--- src/rtl/cff_pkg.sv ---
package cff_pkg;
  localparam int FRAME_SLOTS = 4;
  localparam int SPAN_W = 3;

  typedef enum logic [1:0] {
    FMT_SINGLE   = 2'd0,
    FMT_PAIR_TOT = 2'd1,
    FMT_PAIR_BIN = 2'd2,
    FMT_QUAD_BIN = 2'd3
  } fmt_e;

  function automatic logic [SPAN_W-1:0] span_of(fmt_e f);
    case (f)
      FMT_SINGLE:   span_of = SPAN_W'(1);
      FMT_QUAD_BIN: span_of = SPAN_W'(4);
      default:      span_of = SPAN_W'(2);
    endcase
  endfunction
endpackage

--- src/rtl/hitfmt_merge.sv ---
module hitfmt_merge
  import cff_pkg::*;
#(
  parameter int COL_W = 7,
  parameter int ROW_W = 9,
  parameter int TOT_W = 4
) (
  input  logic                               f_open,
  input  logic [COL_W-1:0]                   f_col,
  input  logic [ROW_W-1:0]                   f_row,
  input  logic [FRAME_SLOTS-1:0]             f_mask,
  input  logic [FRAME_SLOTS-1:0][TOT_W-1:0]  f_tot,
  input  logic [SPAN_W-1:0]                  span,
  input  logic [COL_W-1:0]                   h_col,
  input  logic [ROW_W-1:0]                   h_row,
  input  logic [TOT_W-1:0]                   h_tot,
  output logic                               merge,
  output logic [COL_W-1:0]                   n_col,
  output logic [ROW_W-1:0]                   n_row,
  output logic [FRAME_SLOTS-1:0]             n_mask,
  output logic [FRAME_SLOTS-1:0][TOT_W-1:0]  n_tot
);
  logic [ROW_W-1:0] diff;
  logic [ROW_W-1:0] span_ext;

  assign diff     = h_row - f_row;
  assign span_ext = {{(ROW_W-SPAN_W){1'b0}}, span};
  assign merge    = f_open && (h_col == f_col) && (h_row > f_row) && (diff < span_ext);
  assign n_col    = merge ? f_col : h_col;
  assign n_row    = merge ? f_row : h_row;

  for (genvar i = 0; i < FRAME_SLOTS; i++) begin : g_slot
    logic here;
    assign here = (diff == ROW_W'(i));
    if (i == 0) begin : g_first
      assign n_mask[i] = merge ? f_mask[i] : 1'b1;
      assign n_tot[i]  = merge ? f_tot[i]  : h_tot;
    end else begin : g_rest
      assign n_mask[i] = merge ? (f_mask[i] | here) : 1'b0;
      assign n_tot[i]  = (merge && here) ? h_tot : f_tot[i];
    end
  end
endmodule

--- src/rtl/hitfmt_pack.sv ---
module hitfmt_pack
  import cff_pkg::*;
#(
  parameter int COL_W = 7,
  parameter int ROW_W = 9,
  parameter int TOT_W = 4,
  parameter logic [TOT_W-1:0] NOHIT = '1,
  parameter int OUT_W = COL_W + ROW_W + 2*TOT_W + 2
) (
  input  fmt_e                               kind,
  input  logic [COL_W-1:0]                   col,
  input  logic [ROW_W-1:0]                   row,
  input  logic [FRAME_SLOTS-1:0]             mask,
  input  logic [FRAME_SLOTS-1:0][TOT_W-1:0]  tot,
  output logic [OUT_W-1:0]                   word
);
  logic [TOT_W-1:0]       slot0_tot, slot1_tot;
  logic [FRAME_SLOTS-1:0] flags_msb_first;

  assign slot0_tot = mask[0] ? tot[0] : NOHIT;
  assign slot1_tot = mask[1] ? tot[1] : NOHIT;

  for (genvar i = 0; i < FRAME_SLOTS; i++) begin : g_rev
    assign flags_msb_first[FRAME_SLOTS-1-i] = mask[i];
  end

  always_comb begin
    case (kind)
      FMT_SINGLE:   word = OUT_W'({col, row, slot0_tot, 2'b00});
      FMT_PAIR_TOT: word = OUT_W'({col, row, slot0_tot, slot1_tot, 2'b00});
      FMT_PAIR_BIN: word = OUT_W'({col, row, mask[0], mask[1], 2'b00});
      FMT_QUAD_BIN: word = OUT_W'({col, row, flags_msb_first, 4'b0000});
      default:      word = '0;
    endcase
  end
endmodule

--- src/rtl/hitfmt_outreg.sv ---
module hitfmt_outreg
  import cff_pkg::*;
#(
  parameter int OUT_W = 26
) (
  input  logic             clk,
  input  logic             rst_n,
  input  logic             load,
  input  logic [OUT_W-1:0] load_data,
  input  fmt_e             load_kind,
  input  logic             out_ready,
  output logic             can_load,
  output logic             out_valid,
  output logic [OUT_W-1:0] out_data,
  output logic [1:0]       out_kind
);
  logic valid_q, valid_d;
  logic [OUT_W-1:0] data_q;
  logic [1:0] kind_q;

  assign can_load = !valid_q || out_ready;

  always_comb begin
    valid_d = valid_q;
    if (load)          valid_d = 1'b1;
    else if (can_load) valid_d = 1'b0;
  end

  always_ff @(posedge clk or negedge rst_n) begin
    if (!rst_n) valid_q <= 1'b0;
    else        valid_q <= valid_d;
  end

  always_ff @(posedge clk) begin
    if (load) begin
      data_q <= load_data;
      kind_q <= load_kind;
    end
  end

  assign out_valid = valid_q;
  assign out_data  = data_q;
  assign out_kind  = kind_q;
endmodule

--- src/rtl/cluster_frame_fmt.sv ---
module cluster_frame_fmt
  import cff_pkg::*;
#(
  parameter int COL_W = 7,
  parameter int ROW_W = 9,
  parameter int TOT_W = 4,
  parameter logic [TOT_W-1:0] NOHIT = '1,
  parameter int OUT_W = COL_W + ROW_W + 2*TOT_W + 2
) (
  input  logic             clk,
  input  logic             rst_n,
  input  logic [1:0]       cfg_mode,
  input  logic             hit_valid,
  output logic             hit_ready,
  input  logic [COL_W-1:0] hit_col,
  input  logic [ROW_W-1:0] hit_row,
  input  logic [TOT_W-1:0] hit_tot,
  input  logic             hit_last,
  output logic             out_valid,
  input  logic             out_ready,
  output logic [OUT_W-1:0] out_data,
  output logic [1:0]       out_kind
);
  // reset release synchronised to clk
  logic [1:0] rst_sync;
  logic       run;

  always_ff @(posedge clk or negedge rst_n) begin
    if (!rst_n) rst_sync <= 2'b00;
    else        rst_sync <= {rst_sync[0], 1'b1};
  end
  assign run = rst_sync[1];

  // frame under construction
  logic                              f_open_q, f_open_d;
  logic                              f_pend_q, f_pend_d;
  fmt_e                              f_kind_q;
  logic [COL_W-1:0]                  f_col_q;
  logic [ROW_W-1:0]                  f_row_q;
  logic [FRAME_SLOTS-1:0]            f_mask_q;
  logic [FRAME_SLOTS-1:0][TOT_W-1:0] f_tot_q;
  logic                              frame_we;

  // event tracking
  logic in_ev_q, in_ev_d;
  fmt_e mode_q;
  logic mode_we;
  fmt_e mode_eff;

  // merge results
  logic                              merge;
  logic [COL_W-1:0]                  n_col;
  logic [ROW_W-1:0]                  n_row;
  logic [FRAME_SLOTS-1:0]            n_mask;
  logic [FRAME_SLOTS-1:0][TOT_W-1:0] n_tot;

  logic [OUT_W-1:0] old_word, new_word;
  logic             can_load, accept, breaks_old, emit_old, emit_new, load;
  logic [OUT_W-1:0] load_data;
  fmt_e             load_kind;

  assign mode_eff  = in_ev_q ? mode_q : fmt_e'(cfg_mode);
  assign hit_ready = run && can_load && !f_pend_q;
  assign accept    = hit_valid && hit_ready;

  hitfmt_merge #(.COL_W(COL_W), .ROW_W(ROW_W), .TOT_W(TOT_W)) u_merge (
    .f_open (f_open_q),
    .f_col  (f_col_q),
    .f_row  (f_row_q),
    .f_mask (f_mask_q),
    .f_tot  (f_tot_q),
    .span   (span_of(mode_eff)),
    .h_col  (hit_col),
    .h_row  (hit_row),
    .h_tot  (hit_tot),
    .merge  (merge),
    .n_col  (n_col),
    .n_row  (n_row),
    .n_mask (n_mask),
    .n_tot  (n_tot)
  );

  hitfmt_pack #(.COL_W(COL_W), .ROW_W(ROW_W), .TOT_W(TOT_W), .NOHIT(NOHIT), .OUT_W(OUT_W)) u_pack_old (
    .kind (f_kind_q),
    .col  (f_col_q),
    .row  (f_row_q),
    .mask (f_mask_q),
    .tot  (f_tot_q),
    .word (old_word)
  );

  hitfmt_pack #(.COL_W(COL_W), .ROW_W(ROW_W), .TOT_W(TOT_W), .NOHIT(NOHIT), .OUT_W(OUT_W)) u_pack_new (
    .kind (mode_eff),
    .col  (n_col),
    .row  (n_row),
    .mask (n_mask),
    .tot  (n_tot),
    .word (new_word)
  );

  // emission decisions
  always_comb begin
    breaks_old = accept && f_open_q && !merge;
    emit_old   = run && can_load && (f_pend_q || breaks_old);
    emit_new   = accept && !breaks_old && (hit_last || mode_eff == FMT_SINGLE);
    load       = emit_old || emit_new;
    load_data  = emit_old ? old_word : new_word;
    load_kind  = emit_old ? f_kind_q : mode_eff;
  end

  // next state of frame and event
  always_comb begin
    f_open_d = f_open_q;
    f_pend_d = f_pend_q;
    frame_we = 1'b0;
    in_ev_d  = in_ev_q;
    mode_we  = 1'b0;
    if (f_pend_q && run && can_load) begin
      f_open_d = 1'b0;
      f_pend_d = 1'b0;
    end else if (accept) begin
      in_ev_d = !hit_last;
      mode_we = !in_ev_q;
      if (emit_new) begin
        f_open_d = 1'b0;
      end else begin
        f_open_d = 1'b1;
        frame_we = 1'b1;
        f_pend_d = breaks_old && (hit_last || mode_eff == FMT_SINGLE);
      end
    end
  end

  always_ff @(posedge clk or negedge rst_n) begin
    if (!rst_n) begin
      f_open_q <= 1'b0;
      f_pend_q <= 1'b0;
      in_ev_q  <= 1'b0;
      mode_q   <= FMT_SINGLE;
    end else begin
      f_open_q <= f_open_d;
      f_pend_q <= f_pend_d;
      in_ev_q  <= in_ev_d;
      if (mode_we) mode_q <= fmt_e'(cfg_mode);
    end
  end

  always_ff @(posedge clk) begin
    if (frame_we) begin
      f_kind_q <= mode_eff;
      f_col_q  <= n_col;
      f_row_q  <= n_row;
      f_mask_q <= n_mask;
      f_tot_q  <= n_tot;
    end
  end

  hitfmt_outreg #(.OUT_W(OUT_W)) u_out (
    .clk       (clk),
    .rst_n     (rst_n),
    .load      (load),
    .load_data (load_data),
    .load_kind (load_kind),
    .out_ready (out_ready),
    .can_load  (can_load),
    .out_valid (out_valid),
    .out_data  (out_data),
    .out_kind  (out_kind)
  );
endmodule

--- config.mk ---
export PLATFORM = sky130hd
export DESIGN_NAME = cluster_frame_fmt
export DESIGN_NICKNAME = d
export VERILOG_FILES = /design/src/rtl/cff_pkg.sv /design/src/rtl/hitfmt_merge.sv /design/src/rtl/hitfmt_pack.sv /design/src/rtl/hitfmt_outreg.sv /design/src/rtl/cluster_frame_fmt.sv
export SDC_FILE = /design/constraint.sdc
export NUM_CORES = 1
export LEC_CHECK = 0
export BUFFER_PORTS_ARGS = -buffer_cell sky130_fd_sc_hd__buf_4
export CORE_UTILIZATION = 59
export CTS_CLUSTER_DIAMETER = 30
export DETAILED_ROUTE_END_ITERATION = 10
export GPL_TIMING_DRIVEN = 0
export HOLD_SLACK_MARGIN = 0.02
export PLACE_DENSITY = 0.81
export SYNTH_ARGS = -nofsm -noshare
export SYNTH_HDL_FRONTEND = slang
export SYNTH_SLANG_ARGS = --single-unit
--- constraint.sdc ---
create_clock -name clk -period 6.1 [get_ports clk]
set_clock_uncertainty 0.2 [all_clocks]
set_input_delay 1.525 -clock clk [delete_from_list [all_inputs] [get_ports clk]]
set_output_delay 1.525 -clock clk [all_outputs]
set_load 0.05 [all_outputs]
==> results by stage <==
Outcome:
- The run finished with clean final reports.

Die:
- During I/O placement, the number of pins put on the boundary was 57.
- Once the floorplan was initialized, standard cells occupied 62.6% of the core.
- The die boundary height is 90.7 µm.
- The die is 90.7 µm wide.
- The floorplan has 31 rows.
- The die covers 8220 µm².
- In this run the standard cell core region covers 7410 µm².

Final layout:
- The area taken by multi-input logic gates is 2490 µm².
- The area added between synthesis and finish is 17.5%.
- The most common library cell in the layout ignoring fill and taps is nand2_1.
- The number of antenna cells inserted is 0.
- With fillers left out, the area of the finished cells amounts to 5450 µm².
- The library cells used most frequently in the layout, excluding fill and tap cells, are nand2_1, buf_4, edfxtp_1.
- The layout has 566 filler cells.
- The sequential cell area is 1880 µm².
- The fraction of layout cells with a size suffix above 1 is 18.7%.
- The final net count is 612.

Global route:
- The initial antenna violation count is 0.
- In the global route stage, overall resource usage came out at 36.0%.
- After global routing the overflow that remains totals 0.
- The number of global-route vias before repair is 4310.
- The wire length of the first global-routing pass is 22.5 mm.
- Entering global routing, the biggest net connects 22 pins.

Clock tree:
- The number of levels the H-tree was split into is 3.
- The CTS root buffer is clkbuf_8.
- Hold repair after CTS inserted 0 buffers.
- The post-cts repair resize count is 0.
- The clock network latency to the later pin of the worst-skew pair is 360 ps.
- The clock slew seen by the registers of the worst setup and hold paths is 80 ps.
- The number of buffers added by the clock tree synthesis step is 9.
- No sink is reached through more buffers than the 2 on the longest clock path.
- The TritonCTS clock tree is built.
- The post-CTS setup buffer count is 0.
- Clock tree synthesis found a total of 64 sinks.

Worst setup path:
- The type of origin of the critical path is an input port.
- The signal on the critical path passes through buf_4 > inv_1 > ha_1 > inv_1 > fa_1 > xor2_1 > ha_1 > or3_1 > a211oi_1 > and3_1 > clkbuf_1 > and3_1 > buf_6 > o31a_1 > clkbuf_1 > o22ai_1.
- The endpoint arrival time on the critical path is 5490 ps.
- Together, buffers and inverters on the worst path number 6.
- The largest single stage delay on the critical path is 480 ps.
- On the critical path, the stage with the largest delay is an instance of clkbuf_1.
- STA classifies the critical path endpoint as a register.
- Along the worst path, the maximum fanout reaches 10.
- The worst setup path is of the input port to register kind.
- Data on the critical path is required at its endpoint by 5980 ps.
- The category of cells accounting for the largest share of critical-path delay is buffers and inverters.
- The slack of the worst reg-to-reg path is 1290 ps.

Timing:
- Of the available clock period, the critical path in the final layout requires 92.0%.
- The pin slew with the least headroom to its limit is 943 ps.
- The worst pin sits at a relative slew slack of 36.5%.
- The number of hold violations in the final report is 0.
- Once routing completed, OpenROAD measured the worst setup slack at 489 ps.
- Setup repair after global routing left no endpoint under its margin.
- The final critical delay including setup and external delays is 5610 ps.
- The achievable frequency is 178 MHz.
- The count of final max-slew check failures is 0.
- The setup-violating endpoint count in the final report is 0.

Pwr:
- The largest voltage drop on the vdd net is 0.238 mV.
- The net switching fraction of the power is 45.4%.
- Cell internal power was estimated by the tool at 1290 µW.
- The part of the power in combinational logic is 53.3%.
- The net switching component of the power is 1070 µW.
- Registers are responsible for 29.3% of the overall power.
- The leakage power summed over all cells is 0.00215 µW.
- Power spread over the standard cell area amounts to 433 nW/µm².
- The fraction of power consumed by the clock network is 17.4%.

Min path:
- The path class of the tightest hold or removal check is register to register.

Drt:
- After detailed routing, the number of vias per cell comes to 6.70.
- Once detail routing completed, the nets flagged for antenna violations numbered 0.
- After detailed routing, the number of remaining DRC violations is 0.
- The final routed wirelength across all metal layers is 14.3 mm.
- Dividing the detail-routed wire length by the instance count gives 21.2 µm.
- The detailed router's first-iteration violation count is 560.
- The first detailed-routing pass took 6 iterations.
- Detailed routing inserted a total of 4504 vias.

Synthesis:
- Synthesis produced a netlist whose cell count is 500.
- The number of enable-type register cells in the synthesized netlist is 56.
- The unique cell type count in the Yosys netlist is 61.
- The Yosys step of the flow raised 0 warnings.
- The share of synthesized registers carrying an async set or reset is 12.5%.
- The number of storage elements in the synthesis netlist is 64.
- The register area share after synthesis is 40.6%.
- Among all flip-flop cells after synthesis, the most frequent one is edfxtp_1.
- The netlist area before placement is 4640 µm².
- The mean post-synth cell area is 9.28 µm².

Placed design:
- The worst slack at placement is 294 ps.
- After legalization and detailed placement, the total HPWL measured 10.3 mm.
- The placed instance area is 5230 µm².
- At the end of routability-driven placement, the weighted congestion stood at 0.990.
- Port buffering added 54 buffers.

Job:
- The max-capacitance violation count is 0.
-- synth_stat cells, drive strengths merged (7+ instances only) --
library cell | count | area [µm²]
nand4 | 7 | 43.8
dfrtp | 8 | 200
edfxtp | 56 | 1680
clkbuf | 33 | 124
a21oi | 28 | 140
buf | 9 | 73.8
mux2 | 19 | 221
a2111oi | 7 | 87.6
mux2i | 21 | 210
o22ai | 14 | 87.6
nand3 | 14 | 75.1
nor2 | 19 | 71.3
nand2b | 12 | 75.1
nand2 | 72 | 270
o21ai | 46 | 230
ha | 16 | 200
inv | 23 | 86.3
-- path summary, 6_finish.rpt --
path	start	endpoint	cells after the start
max in group asynchronous	rst_n	mode_q[1]$_DFFE_PN0P_	1
min reg2reg	rst_sync[0]$_DFF_PN0_	rst_sync[1]$_DFF_PN0_	0
max	hit_row[0]	u_out.out_data[9]$_DFFE_PP_	16
min	rst_sync[0]$_DFF_PN0_	rst_sync[1]$_DFF_PN0_	0
max reg2reg	f_row_q[0]$_DFFE_PP_	u_out.out_data[9]$_DFFE_PP_	14
min in group asynchronous	rst_n	mode_q[0]$_DFFE_PN0P_	1
-- state kept, by name, indices dropped and copies added (netlist names), 2 cells and up --
signal,flops
f_col_q,7
f_kind_q,2
f_mask_q,4
f_row_q,9
f_tot_q,8
mode_q,2
rst_sync,2
u_out.out_data,24
u_out.out_kind,2
-- cell type report --
class / instances / area share (%)
repair buffers: 56 / 8.22
well taps: 99 / 2.27
multi-input cells: 372 / 45.7
clock buffers: 9 / 2.27
clock inverters: 7 / 1.77
inverters: 23 / 1.58
flip-flops and latches: 64 / 34.5
plain buffers: 42 / 3.63
-- power by group through the flow --
stage               combinational [µW]  sequential (µW)  clock, µW
finish                            1260              692        411
floorplan                          632              923          0
global placement                  1170              705          0
global route                      1330              703        433
CTS                               1220              692        411
detailed placement                1210              701          0
-- cells by family after synthesis --
group / synth area share [%]
XOR/XNOR: 1.70
flip-flops: 40.6
multiplexers: 9.31
buffers and inverters: 6.12
other: 0.162
AO/OA/AOI/OAI: 21.9
AND/OR/NAND/NOR: 15.5
adder cells (fa/ha/maj): 4.75
-- through the flow --
stage          setup TNS [ps]  hold WS [ps]  power (µW)  util, %  cells
2_1_floorplan               0           131        1550        -    501
3_3_place_gp           -49060           133        1880     69.8    654
3_5_place_dp                0           141        1910     70.6    656
4_1_cts                     0           159        2320     73.6    672
5_1_grt                     0           169        2470     73.6    672
6_report                    0           155        2360     73.6    672
-- routing by layer --
| layer | GRT usage (%) | up-vias | wire, µm |
|---|---|---|---|
| li1 | - | 2002 | - |
| met5 | 0 | - | 0 |
| met3 | 7.91 | 75 | 1620 |
| met1 | 46.5 | 2095 | 5550 |
| met4 | 19.6 | 0 | 640 |
| met2 | 56.3 | 332 | 6460 |
-- worst reg2reg max path, stage by stage (launching register included) --
cell      delay (ps)
edfxtp_1         480
ha_1             240
inv_1             60
fa_1             400
xor2_1           230
ha_1             220
or3_1            360
a211oi_1         360
and3_1           220
clkbuf_1         260
and3_1           260
buf_6            190
o31a_1           360
clkbuf_1         480
o22ai_1          190
No activity file was read; power rests on OpenSTA's default activity.
